`src/rtl/sink_drv_pkg.sv`:
```
package sink_drv_pkg;
  parameter int unsigned DEF_CHANNELS = 8;

  typedef struct packed {
    logic sclk;
    logic sdat;
    logic stb;
  } pin_bundle_t;

  localparam int unsigned PIN_W = $bits(pin_bundle_t);
endpackage

```
`src/rtl/sink_sync.sv`:
```
module sink_sync #(
  parameter int unsigned W = 1
) (
  input  logic         clk,
  input  logic         rst_n,
  input  logic [W-1:0] async_i,
  output logic [W-1:0] sync_o
);
  logic [W-1:0] meta_q;
  logic [W-1:0] stab_q;

  always_ff @(posedge clk or negedge rst_n) begin
    if (!rst_n) begin
      meta_q <= '0;
      stab_q <= '0;
    end else begin
      meta_q <= async_i;
      stab_q <= meta_q;
    end
  end

  assign sync_o = stab_q;
endmodule

```
`src/rtl/sink_shift.sv`:
```
module sink_shift #(
  parameter int unsigned N = 8
) (
  input  logic         clk,
  input  logic         rst_n,
  input  logic         sclk_s,
  input  logic         sdat_s,
  output logic [N-1:0] stage_o
);
  logic         sclk_prev_q;
  logic         shift_en;
  logic [N-1:0] stage_q;
  logic [N-1:0] stage_d;

  assign shift_en = sclk_s & ~sclk_prev_q;

  generate
    if (N == 1) begin : g_single
      always_comb begin
        stage_d = stage_q;
        if (shift_en) stage_d = sdat_s;
      end
    end else begin : g_multi
      always_comb begin
        stage_d = stage_q;
        if (shift_en) stage_d = {stage_q[N-2:0], sdat_s};
      end

      // the far stage takes the old value of its neighbour on a shift
      p_chain_r2: assert property (@(posedge clk) disable iff (!rst_n)
        shift_en |=> stage_q[N-1] == $past(stage_q[N-2]));
    end
  endgenerate

  always_ff @(posedge clk or negedge rst_n) begin
    if (!rst_n) begin
      sclk_prev_q <= 1'b0;
      stage_q     <= '0;
    end else begin
      sclk_prev_q <= sclk_s;
      stage_q     <= stage_d;
    end
  end

  assign stage_o = stage_q;

  p_enter_r1: assert property (@(posedge clk) disable iff (!rst_n)
    shift_en |=> stage_q[0] == $past(sdat_s));

  p_idle_r1: assert property (@(posedge clk) disable iff (!rst_n)
    !shift_en |=> $stable(stage_q));

  p_single_r9: assert property (@(posedge clk) disable iff (!rst_n)
    shift_en |=> !shift_en);
endmodule

```
`src/rtl/sink_hold.sv`:
```
module sink_hold #(
  parameter int unsigned N = 8
) (
  input  logic         clk,
  input  logic         rst_n,
  input  logic         stb_s,
  input  logic [N-1:0] stage_i,
  input  logic         en_n_i,
  output logic [N-1:0] sink_o
);
  logic [N-1:0] hold_q;
  logic [N-1:0] hold_d;

  always_comb begin
    hold_d = hold_q;
    if (stb_s) hold_d = stage_i;
  end

  always_ff @(posedge clk or negedge rst_n) begin
    if (!rst_n) hold_q <= '0;
    else        hold_q <= hold_d;
  end

  for (genvar ch = 0; ch < N; ch++) begin : g_chan
    assign sink_o[ch] = hold_q[ch] & ~en_n_i;
  end

  p_follow_r3: assert property (@(posedge clk) disable iff (!rst_n)
    stb_s |=> hold_q == $past(stage_i));

  p_hold_r4: assert property (@(posedge clk) disable iff (!rst_n)
    !stb_s |=> $stable(hold_q));

  p_blank_r5: assert property (@(posedge clk) disable iff (!rst_n)
    en_n_i |-> $countones(sink_o) == 0);
endmodule

```
`src/rtl/serial_sink_driver.sv`:
```
module serial_sink_driver
  import sink_drv_pkg::*;
#(
  parameter int unsigned N = DEF_CHANNELS
) (
  input  logic         clk,
  input  logic         rst_n,
  input  logic         ser_clk_i,
  input  logic         ser_data_i,
  input  logic         strobe_i,
  input  logic         out_en_n_i,
  output logic         ser_out_o,
  output logic [N-1:0] sink_on_o
);
  pin_bundle_t  pins_raw;
  pin_bundle_t  pins_s;
  logic [N-1:0] stage;

  assign pins_raw = '{sclk: ser_clk_i, sdat: ser_data_i, stb: strobe_i};

  sink_sync #(.W(PIN_W)) u_sync (
    .clk    (clk),
    .rst_n  (rst_n),
    .async_i(pins_raw),
    .sync_o (pins_s)
  );

  sink_shift #(.N(N)) u_shift (
    .clk    (clk),
    .rst_n  (rst_n),
    .sclk_s (pins_s.sclk),
    .sdat_s (pins_s.sdat),
    .stage_o(stage)
  );

  sink_hold #(.N(N)) u_hold (
    .clk    (clk),
    .rst_n  (rst_n),
    .stb_s  (pins_s.stb),
    .stage_i(stage),
    .en_n_i (out_en_n_i),
    .sink_o (sink_on_o)
  );

  assign ser_out_o = stage[N-1];
endmodule

```
`config.mk`:
```
export PLATFORM = sky130hd
export DESIGN_NAME = serial_sink_driver
export DESIGN_NICKNAME = d
export VERILOG_FILES = /design/src/rtl/sink_drv_pkg.sv /design/src/rtl/sink_sync.sv /design/src/rtl/sink_shift.sv /design/src/rtl/sink_hold.sv /design/src/rtl/serial_sink_driver.sv
export SDC_FILE = /design/constraint.sdc
export NUM_CORES = 1
export LEC_CHECK = 0
export BUFFER_PORTS_ARGS = -buffer_cell sky130_fd_sc_hd__buf_4
export CAP_MARGIN = 20
export CORE_ASPECT_RATIO = 1.2
export CORE_MARGIN = 5
export CORE_UTILIZATION = 50
export CTS_CLUSTER_DIAMETER = 100
export CTS_CLUSTER_SIZE = 12
export DETAILED_ROUTE_END_ITERATION = 16
export PLACE_DENSITY = 0.72
export RECOVER_POWER = 50
export SLEW_MARGIN = 20
export SYNTH_ARGS = -nofsm -noshare
export SYNTH_HDL_FRONTEND = slang
export SYNTH_SLANG_ARGS = --single-unit
```
`constraint.sdc`:
```
create_clock -name clk -period 1.21 [get_ports clk]
set_input_delay 0.242 -clock clk [delete_from_list [all_inputs] [get_ports clk]]
set_output_delay 0.242 -clock clk [all_outputs]
set_load 0.01 [all_outputs]
```
After elaboration in Yosys (flattened, before gate mapping)
Cells that the tools add are included.
Widths: inputs -> output; s select.
- register bits after elaboration: 23
- input bits: 6
- output and inout bits: 9
- logic and storage cells: 16
- bitwise logic cells: 11
- operators by type and width (kind ; count):
    $and 1x1->1 ; 9
    $not 1->1 ; 2

Depth between registers and ports, before layout
Gate-level depths: netlist of run 1.
- depth in word-level cells: 2
- gate-level depth with buffers: 3
- depth with buffers taken out: 2

Modules after synthesis
A second synthesis of run 1 with hierarchy kept.
- cell total of the unflattened synthesis: 50
- area total of the unflattened synthesis: 902.1 um^2
- modules (own cells, without submodules) (module ; instances ; cells each ; area an instance (um^2)):
    sink_hold ; 1 ; 25 ; 381.6
    sink_shift ; 1 ; 19 ; 370.4
    sink_sync ; 1 ; 6 ; 150.1

Least setup slack after synthesis of run 1
Ideal clock, no wire load.
- path type: reg2reg
- start point: register u_shift.sclk_prev_q
- end point: register u_shift.stage_q[0] (netlist: u_shift.stage_o[0])
- arrival: 0.914 ns
- required time: 1.085 ns
- path slack: 0.171 ns
- stages on the path, launching flop included: 4
- clock period less this slack: 1.039 ns
- cells stage by stage: dfrtp_1 nor2b_4 buf_6 mux2_4
- longest elaborated chain between the ends: 2
- RTL lines (item ; line ; source):
    from (decl) ; sink_shift.sv:10 ; logic sclk_prev_q;
    from (signal assigned) ; sink_shift.sv:40 ; sclk_prev_q <= sclk_s;
    $not 1->1 ; sink_shift.sv:15 ; assign shift_en = sclk_s & ~sclk_prev_q;
    $and 1x1->1 ; sink_shift.sv:15 ;
    to (signal assigned) ; sink_shift.sv:41 ; stage_q <= stage_d;
    to (decl) ; sink_shift.sv:12 ; logic [N-1:0] stage_q;
No other way between the ends.
A chain may end at the register's enable or synchronous reset.

Final worst setup path of run 1
- start point: register u_hold.hold_q[1]
- end point: output port sink_on_o[1]
- longest elaborated chain between the ends: 1
- RTL lines (item ; line ; source):
    from (decl) ; sink_hold.sv:11 ; logic [N-1:0] hold_q;
    from (signal assigned) ; sink_hold.sv:21 ; else hold_q <= hold_d;
    $and 1x1->1 ; sink_hold.sv:25 ; assign sink_o[ch] = hold_q[ch] & ~en_n_i;
    to (decl) ; serial_sink_driver.sv:13 ; output logic [N-1:0] sink_on_o
No other way between the ends.

==> flow_summary.json, run 1 <==
{
  "postCtsResizedCells": 0,
  "skew_ns": 0.00427,
  "grt_pass1_vias": 429,
  "synth.distinct_cells": 7,
  "grt.met3_usage_pct": 1.94,
  "finalSetupViolations": 0,
  "grt_pass1_wl_um": 1990,
  "fmax_mhz": 841,
  "whs_ns": 0.0650,
  "yosysTopAreaCell": "dfrtp_1",
  "cts-root-buf": "clkbuf_4",
  "whs_endpoint": "u_sync.meta_q[0]$_DFF_PN0_",
  "drc": 0,
  "hold_viol_final": 0,
  "die_area_um2": 2670,
  "rsz0062_at_grt": "true",
  "timing.setup.tns_ns": 0,
  "regArea_um2": 576,
  "place_area_um2": 977,
  "fin_crit_ns": 1.19,
  "multi_input_area_um2": 274,
  "required_ns": 0.97,
  "postRouteWirelength_um": 1190,
  "r2r-start": "u_shift.sclk_prev_q$_DFF_PN0_",
  "synth_top_cell_area_share_pct": 66.5,
  "dieWidth_um": 48.0,
  "fillers": 131,
  "yosysWarnings": 0,
  "hold_path_depth": 1,
  "cts_tree": "done",
  "area_growth_pct": 16.8,
  "synth.net_count": 56,
  "drtAntennaViolNets": 0,
  "dieHeight_um": 55.6,
  "initial_core_util_pct": 52.7,
  "final_layout_size_suffix_gt1_share_pct": 50.7,
  "worst_ep_arrival_time_ns": 0.95,
  "design.portCount": 15,
  "hold_class": "in -> reg",
  "wl_per_cell_um": 14.0,
  "grt_max_degree": 24,
  "grt_util_met1_pct": 13.6,
  "io_buffers": 14,
  "drtIter0Drc": 4,
  "cap_violations": 0,
  "mostFrequentLayoutCells": "23 x dfrtp_1, 10 x buf_4, 8 x nor2b_1, 8 x mux2_2, 8 x mux2_4",
  "firstDrtPassIters": 2,
  "hold_start": "strobe_i",
  "outcome": "complete, no violations",
  "critPathLaunchType": "register",
  "layout.nets": 74,
  "worst_pin_slew_ns": 0.525,
  "coreArea_um2": 1640,
  "vdd_drop_max_v": 0.00114,
  "final_common_cell": "dfrtp_1",
  "gp_congestion": 0.620,
  "rows": 16,
  "gr-usage-all-layers_pct": 10.8,
  "powerDensity_nw_per_um2": 1970,
  "leakage_nw": 0.480,
  "stdcell_area_um2": 1010,
  "finalMaxSlewViolations": 0,
  "rr_worst_depth": 2,
  "clk_latency_ns": 0.29,
  "synth_seq_cells": 23,
  "cts-buffers-inserted": 3,
  "path_clk_slew_ns": 0.11,
  "top_usage_layer": "met2",
  "period_share_pct": 98.3,
  "antenna_found_initial": 0,
  "synth_area_per_cell_um2": 17.3,
  "cp_max_fo": 2,
  "critPathKind": "reg -> out",
  "grt-ovfl-total": 0,
  "clockBufferDepth": 2,
  "vias": 414,
  "r2r-end": "u_shift.stage_o[0]$_DFFE_PN0P_",
  "synthTopCellsByArea": "dfrtp_1 66%, mux2_4 14%, mux2_2 10%",
  "worstSetupStartpoint": "u_hold.hold_q[1]$_DFFE_PN0P_",
  "grt_util_met2_pct": 15.7,
  "netlist_area_um2": 866,
  "viasPerCell": 4.87,
  "syn_inst": 50,
  "yosysSeqAreaShare_pct": 66.5,
  "htree_levels": 1,
  "n_antenna_cell": 0,
  "hpwl_um": 866,
  "reg2reg_slack_ns": 0.05,
  "worstSetupEndpointType": "primary output",
  "clock_sinks": 23,
  "maxSlewHeadroom_pct": 65.0
}
## worst max-delay path by stage
stage | end | slack [ns] | cells past startpoint
after floorplan | u_shift.stage_o[0]$_DFFE_PN0P_ | 0.17 | 3
after global placement | u_shift.stage_o[6]$_DFFE_PN0P_ | 0.08 | 2
after detailed placement | u_shift.stage_o[5]$_DFFE_PN0P_ | 0.07 | 2
after CTS | sink_on_o[1] | 0.005 | 2
after global routing | sink_on_o[5] | -0.05 | 2
final | sink_on_o[1] | 0.02 | 2
## flip-flops by register name (all words and copies together), names as in the netlist
signal and count:
u_shift.stage_o 8, u_sync.meta_q 3, u_sync.sync_o 3, u_hold.hold_q 8, u_shift.sclk_prev_q 1
## Yosys cell counts, drive strengths merged
library cell	number
buf	2
dfrtp	23
nor2b	9
mux2	16
## critical path: stages, from the launching register on
cell	delay, ns
dfrtp_1	0.39
nor2b_1	0.13
buf_4	0.13
## through the flow
| step | setup WS, ns | utilization, % | total power [mW] | instances |
|---|---|---|---|---|
| global route | -0.0483 | 61.6 | 2.12 | 85 |
| finish | 0.0210 | 61.6 | 1.99 | 85 |
| global placement | 0.0841 | 59.5 | 1.66 | 80 |
| CTS | 0.00542 | 61.7 | 2.02 | 85 |
| floorplan | 0.171 | - | 1.47 | 50 |
| detailed placement | 0.0700 | 59.5 | 1.70 | 80 |
## kinds of logic after synthesis
| family | after synthesis | synth area share, % |
|---|---|---|
| buffers and inverters | 2 | 1.88 |
| flip-flops | 23 | 66.5 |
| multiplexers | 16 | 24.3 |
| AND/OR/NAND/NOR | 9 | 7.37 |
## power by group
group	internal, mW	switching, mW
sequential	0.993	0.144
combinational	0.371	0.155
clock	0.128	0.198
## layout make-up
cell class | instances | area share, %
sequential | 23 | 56.9
timing repair buffer | 15 | 11.1
clock buffer | 4 | 2.60
tap | 18 | 2.23
multi-input combinational | 25 | 27.1
## repair_timing
action,4_1_cts,5_1_grt
setup endpoints to repair,0,8
setup buffers,0,0
endpoints found under the hold margin,23,0
hold buffers,1,0
## metal layers
| layer | share of wire (%) | up-vias | wire length (um) |
|---|---|---|---|
| met5 | 0 | - | 0 |
| met4 | 1.6 | 0 | 19 |
| met3 | 6.9 | 2 | 82 |
| met2 | 48 | 11 | 572 |
| met1 | 43 | 202 | 516 |
| li1 | - | 199 | - |
(Power assumes the default switching activity.)
==> run 2, diff against run 1 <==
==> constraint.sdc (replaced) <==
create_clock -name clk -period 1.21 [get_ports clk]
set_input_delay 0.121 -clock clk [delete_from_list [all_inputs] [get_ports clk]]
set_output_delay 0.121 -clock clk [all_outputs]
set_load 0.01 [all_outputs]
==> run 2 against run 1 <==
Compared with the run above: critical path depth unchanged; sequential share of layout area shrank 1.6 points; highest routed layer unchanged; fmax up 2.8%; critical path type is now reg -> reg; sequential cell count stayed put; design area increased by 3.0%; hold slack gained 0.25 ns; clock skew about the same; utilization grew 1.8 points.
==> flow_summary.json, run 2 (synthesis gave the netlist of run 1 again) <==
{
  "outcome": "complete, no violations",
  "rows": 16,
  "required_ns": 1.40,
  "utilization_pct": 63.4,
  "fillers": 130,
  "grt.met3_usage_pct": 1.94,
  "drtIter0Drc": 4,
  "maxSlewHeadroom_pct": 65.0,
  "worstSetupEndpointType": "register",
  "hpwl_um": 866,
  "vdd_drop_max_v": 0.00114,
  "critPathKind": "reg -> reg",
  "antenna_found_initial": 0,
  "skew_ns": 0.00432,
  "worst_pin_slew_ns": 0.525,
  "worstSetupStartpoint": "u_shift.sclk_prev_q$_DFF_PN0_",
  "io_buffers": 14,
  "cp_max_fo": 8,
  "gr-usage-all-layers_pct": 11.1,
  "cts_hold_buf": 4,
  "drc": 0,
  "clock_sinks": 23,
  "rr_worst_depth": 2,
  "worst_ep_arrival_time_ns": 1.34,
  "grt_util_met1_pct": 13.8,
  "coreArea_um2": 1640,
  "dpl.cell_count": 80,
  "die_area_um2": 2670,
  "post_cts_buffers": 0,
  "finalSetupViolations": 0,
  "pwr-share-seq_pct": 56.9,
  "dieHeight_um": 55.6,
  "grt_pass1_vias": 435,
  "initial_core_util_pct": 52.7,
  "total_power_mw": 2.00,
  "layout.nets": 77,
  "clockBufferDepth": 2,
  "powerDensity_nw_per_um2": 1920,
  "r2r-end": "u_shift.stage_o[0]$_DFFE_PN0P_",
  "postCtsResizedCells": 0,
  "cts-buffers-inserted": 3,
  "timing.setup.tns_ns": 0,
  "area_growth_pct": 20.2,
  "cap_violations": 0,
  "critPathLaunchType": "register",
  "hold_viol_final": 0,
  "grt_util_met2_pct": 16.4,
  "dieWidth_um": 48.0,
  "design.portCount": 15,
  "sw_frac_of_total_pct": 24.9,
  "fin_crit_ns": 1.16,
  "path_clk_slew_ns": 0.11,
  "drtAntennaViolNets": 0,
  "leakage_nw": 0.493,
  "viasPerCell": 4.84,
  "period_share_pct": 95.6,
  "fmax_mhz": 865,
  "p_clk_share_pct": 16.3,
  "wl_per_cell_um": 13.9,
  "cts_tree": "done",
  "finalMaxSlewViolations": 0,
  "final_common_cell": "dfrtp_1",
  "mostFrequentLayoutCells": "23 x dfrtp_1, 13 x buf_4, 8 x nor2b_1, 8 x mux2_2, 8 x mux2_4",
  "grt-ovfl-total": 0,
  "top_usage_layer": "met2",
  "postRouteWirelength_um": 1220,
  "reg2reg_slack_ns": 0.05,
  "p_comb_share_pct": 26.7,
  "rsz0062_at_grt": "false",
  "fin_cells": 88,
  "gp_congestion": 0.620,
  "n_antenna_cell": 0,
  "cts-root-buf": "clkbuf_4",
  "p_switching_mw": 0.498,
  "hold_class": "in -> async",
  "vias": 426,
  "whs_ns": 0.317,
  "firstDrtPassIters": 2,
  "clk_latency_ns": 0.29,
  "grt_pass1_wl_um": 2050,
  "htree_levels": 1,
  "r2r-start": "u_shift.sclk_prev_q$_DFF_PN0_",
  "final_layout_size_suffix_gt1_share_pct": 48.6,
  "grt_max_degree": 24,
  "p_int_mw": 1.50
}
run 2: worst max-delay path, cell delays in order (launching register included):
cell and delay (ns):
dfrtp_1 0.41, nor2b_4 0.30, mux2_4 0.33
run 2: final cells by class:
| cell class | instances | area, um2 | share of cell area (%) |
|---|---|---|---|
| timing repair buffer | 18 | 143 | 13.7 |
| multi-input combinational | 25 | 274 | 26.3 |
| clock buffer | 4 | 26.3 | 2.52 |
| tap | 18 | 22.5 | 2.16 |
| sequential | 23 | 576 | 55.3 |
run 2: how the worst max path moves through the flow:
stage	to	slack (ns)	cells after the start
floorplan	u_shift.stage_o[0]$_DFFE_PN0P_	0.17	3
global placement	u_shift.stage_o[6]$_DFFE_PN0P_	0.08	2
detailed placement	u_shift.stage_o[5]$_DFFE_PN0P_	0.07	2
CTS	u_shift.stage_o[5]$_DFFE_PN0P_	0.05	2
global route	u_shift.stage_o[5]$_DFFE_PN0P_	0.02	2
finish	u_shift.stage_o[0]$_DFFE_PN0P_	0.05	2
run 2: power groups by stage:
stage                     sequential (mW)  combinational (mW)  clock (mW)
after global routing                 1.17               0.583       0.373
final                                1.14               0.534       0.326
after global placement               1.14               0.523           0
after detailed placement             1.16               0.537           0
after CTS                            1.14               0.547       0.339
after floorplan                      1.11               0.366           0
run 2: metal layers:
| layer | part of all wire [%] | vias up |
|---|---|---|
| li1 | - | 205 |
| met1 | 43 | 208 |
| met2 | 49 | 11 |
| met3 | 6.3 | 2 |
| met4 | 1.6 | 0 |
| met5 | 0 | - |
run 2: metrics by stage:
step | area [um2] | setup slack, ns
2_1_floorplan | 866 | 0.171
3_3_place_gp | 977 | 0.0841
3_5_place_dp | 977 | 0.0700
4_1_cts | 1040 | 0.0451
5_1_grt | 1040 | 0.0247
6_report | 1040 | 0.0535
==> run 3, diff against run 2 <==
- ABC_AREA: default -> 1
- PLACE_DENSITY: 0.72 -> 0.73
==> run 3 against run 2 <==
Compared with the run above: sequential share of layout area rose by 1.6 points; die area fell by 2.0%; combinational power shrank 56%; first-iteration DRC count up 100%; utilization down 0.99 points; register-to-register slack better by 0.25 ns; sequential cell count is the same; hold slack worse by 0.0047 ns.
==> flow_summary.json, run 3 <==
{
  "yosys.area_share.simple_pct": 20.3,
  "design.portCount": 15,
  "finalMaxSlewViolations": 0,
  "timing.setup.tns_ns": 0,
  "hold_viol_final": 0,
  "endpoint": "sink_on_o[1]",
  "gr-usage-all-layers_pct": 13.9,
  "gp_congestion": 0.782,
  "dieHeight_um": 55.0,
  "critPathLaunchType": "register",
  "utilization_pct": 62.4,
  "cp_max_fo": 2,
  "coreArea_um2": 1620,
  "synth_compound_area_share_pct": 4.74,
  "grt_pass1_vias": 567,
  "grt-ovfl-total": 0,
  "mostFrequentLayoutCells": "24 x nand2_1, 23 x dfrtp_1, 12 x buf_4",
  "area_growth_pct": 19.9,
  "skew_ns": 0.00435,
  "yosys.area_share.adder_pct": 0,
  "final_layout_size_suffix_gt1_share_pct": 18.4,
  "cap_violations": 0,
  "stdcell_area_um2": 1010,
  "postRouteWirelength_um": 1400,
  "yosysWarnings": 0,
  "path_clk_slew_ns": 0.12,
  "drtAntennaViolNets": 0,
  "final_common_cell": "nand2_1",
  "cts_tree": "done",
  "fin_cells": 121,
  "synth_xor_area_share_pct": 0,
  "cts-buffers-inserted": 3,
  "powerDensity_nw_per_um2": 1510,
  "grt_pass1_wl_um": 2440,
  "synth.distinct_cells": 11,
  "place_area_um2": 948,
  "critPathKind": "reg -> out",
  "async_reset_ff_share_pct": 100,
  "reg2reg_slack_ns": 0.30,
  "period_share_pct": 87.4,
  "htree_levels": 1,
  "synthTopCellsByArea": "dfrtp_1 68%, nand2_1 11%, nand3_1 4.7%",
  "rows": 16,
  "clock_sinks": 23,
  "io_buffers": 14,
  "clk_latency_ns": 0.31,
  "viasPerCell": 5.01,
  "synthMuxAreaShare_pct": 0,
  "synth.most_common_cell": "nand2_1",
  "leakage_nw": 0.528,
  "drc": 0,
  "synth_top_family_by_area": "simple AND/OR/NAND/NOR gates",
  "wl_per_cell_um": 11.6,
  "r2r-end": "u_shift.stage_o[0]$_DFFE_PN0P_",
  "vias": 606,
  "grt_max_degree": 24,
  "synth_seq_cells": 23,
  "dpl.cell_count": 113,
  "worstSetupStartpoint": "u_hold.hold_q[1]$_DFFE_PN0P_",
  "yosysTopAreaCell": "dfrtp_1",
  "fin_crit_ns": 1.06,
  "yosysSeqAreaShare_pct": 68.1,
  "hold_class": "in -> async",
  "vdd_drop_max_v": 0.000782,
  "worst_pin_slew_ns": 0.549,
  "worst_ep_arrival_time_ns": 0.94,
  "hpwl_um": 983,
  "netlist_area_um2": 845,
  "outcome": "complete, no violations",
  "rsz0062_at_grt": "false",
  "firstDrtPassIters": 4,
  "r2r-start": "u_sync.sync_o[2]$_DFF_PN0_",
  "synth_ff_type": "dfrtp_1",
  "finalSetupViolations": 0,
  "rr_worst_depth": 3,
  "worstSetupEndpointType": "primary output",
  "fmax_mhz": 946,
  "synth_area_per_cell_um2": 10.1,
  "synth_common_cells": "24 x nand2_1, 23 x dfrtp_1",
  "synth_top_cell_area_share_pct": 68.1,
  "post_cts_buffers": 0,
  "maxSlewHeadroom_pct": 63.4,
  "initial_core_util_pct": 52.1,
  "required_ns": 1.09,
  "layout.nets": 110,
  "synth.net_count": 90,
  "synth_edf_count": 0,
  "die_area_um2": 2610,
  "cts-root-buf": "clkbuf_4",
  "clockBufferDepth": 2,
  "dieWidth_um": 47.5,
  "n_antenna_cell": 0,
  "drtIter0Drc": 8,
  "antenna_found_initial": 0,
  "syn_inst": 84
}
==> run 3: worst min-delay path by stage <==
stage,to,cells past startpoint,startpoint
final,u_hold.hold_q[1]$_DFFE_PN0P_,2,rst_n
after global routing,u_hold.hold_q[4]$_DFFE_PN0P_,2,rst_n
after CTS,u_hold.hold_q[1]$_DFFE_PN0P_,2,rst_n
after detailed placement,u_hold.hold_q[3]$_DFFE_PN0P_,1,rst_n
after global placement,u_hold.hold_q[1]$_DFFE_PN0P_,1,rst_n
after floorplan,u_hold.hold_q[0]$_DFFE_PN0P_,0,rst_n
==> run 3: repair_timing <==
| action | 4_1_cts | 5_1_grt |
|---|---|---|
| gates resized for setup | 0 | 0 |
| hold buffers | 4 | 0 |
| endpoints found under the hold margin | 26 | 0 |
| endpoints found under the setup margin | 0 | 0 |
==> run 3: logic make-up (layout without fill, tap and decap cells) <==
kind of cell / after synthesis / after routing
buffers and inverters: 12 / 31
DFF: 23 / 23
AOI/OAI and AO/OA: 8 / 8
and+or+nand+nor: 41 / 41
==> run 3: layout make-up <==
| class | count | area, um2 |
|---|---|---|
| Fill cell | 137 | 609 |
| Sequential cell | 23 | 576 |
| Multi-Input combinational cell | 49 | 211 |
| Timing Repair Buffer | 18 | 143 |
| Inverter | 9 | 33.8 |
| Clock buffer | 4 | 26.3 |
| Tap cell | 18 | 22.5 |
==> run 3: worst max-delay path, cell delays in order (launching register included) <==
cell and delay (ns):
dfrtp_1 0.39, inv_1 0.06, nor2_1 0.04, buf_4 0.14
==> run 3: per-stage QoR <==
stage               setup WS [ns]  hold slack [ns]  power, mW
floorplan                   0.433           -0.175       1.08
global placement            0.348           0.0232       1.18
detailed placement          0.317           0.0290       1.19
CTS                         0.135            0.228       1.55
global route               0.0714            0.359       1.63
finish                      0.153            0.313       1.53
==> run 3: report_power, final <==
| group | internal (mW) | total (mW) | switching (mW) |
|---|---|---|---|
| registers | 0.876 | 0.945 | 0.0690 |
| logic | 0.108 | 0.236 | 0.128 |
| clock network | 0.129 | 0.344 | 0.215 |
| total | 1.11 | 1.53 | 0.413 |
==> run 3: routing by layer <==
layer	global-route usage, %	routed length (um)	vias up
met4	9.68	42	0
met5	0	0	-
met1	15.9	606	284
met2	22.1	649	22
li1	-	-	295
met3	3.88	100	5
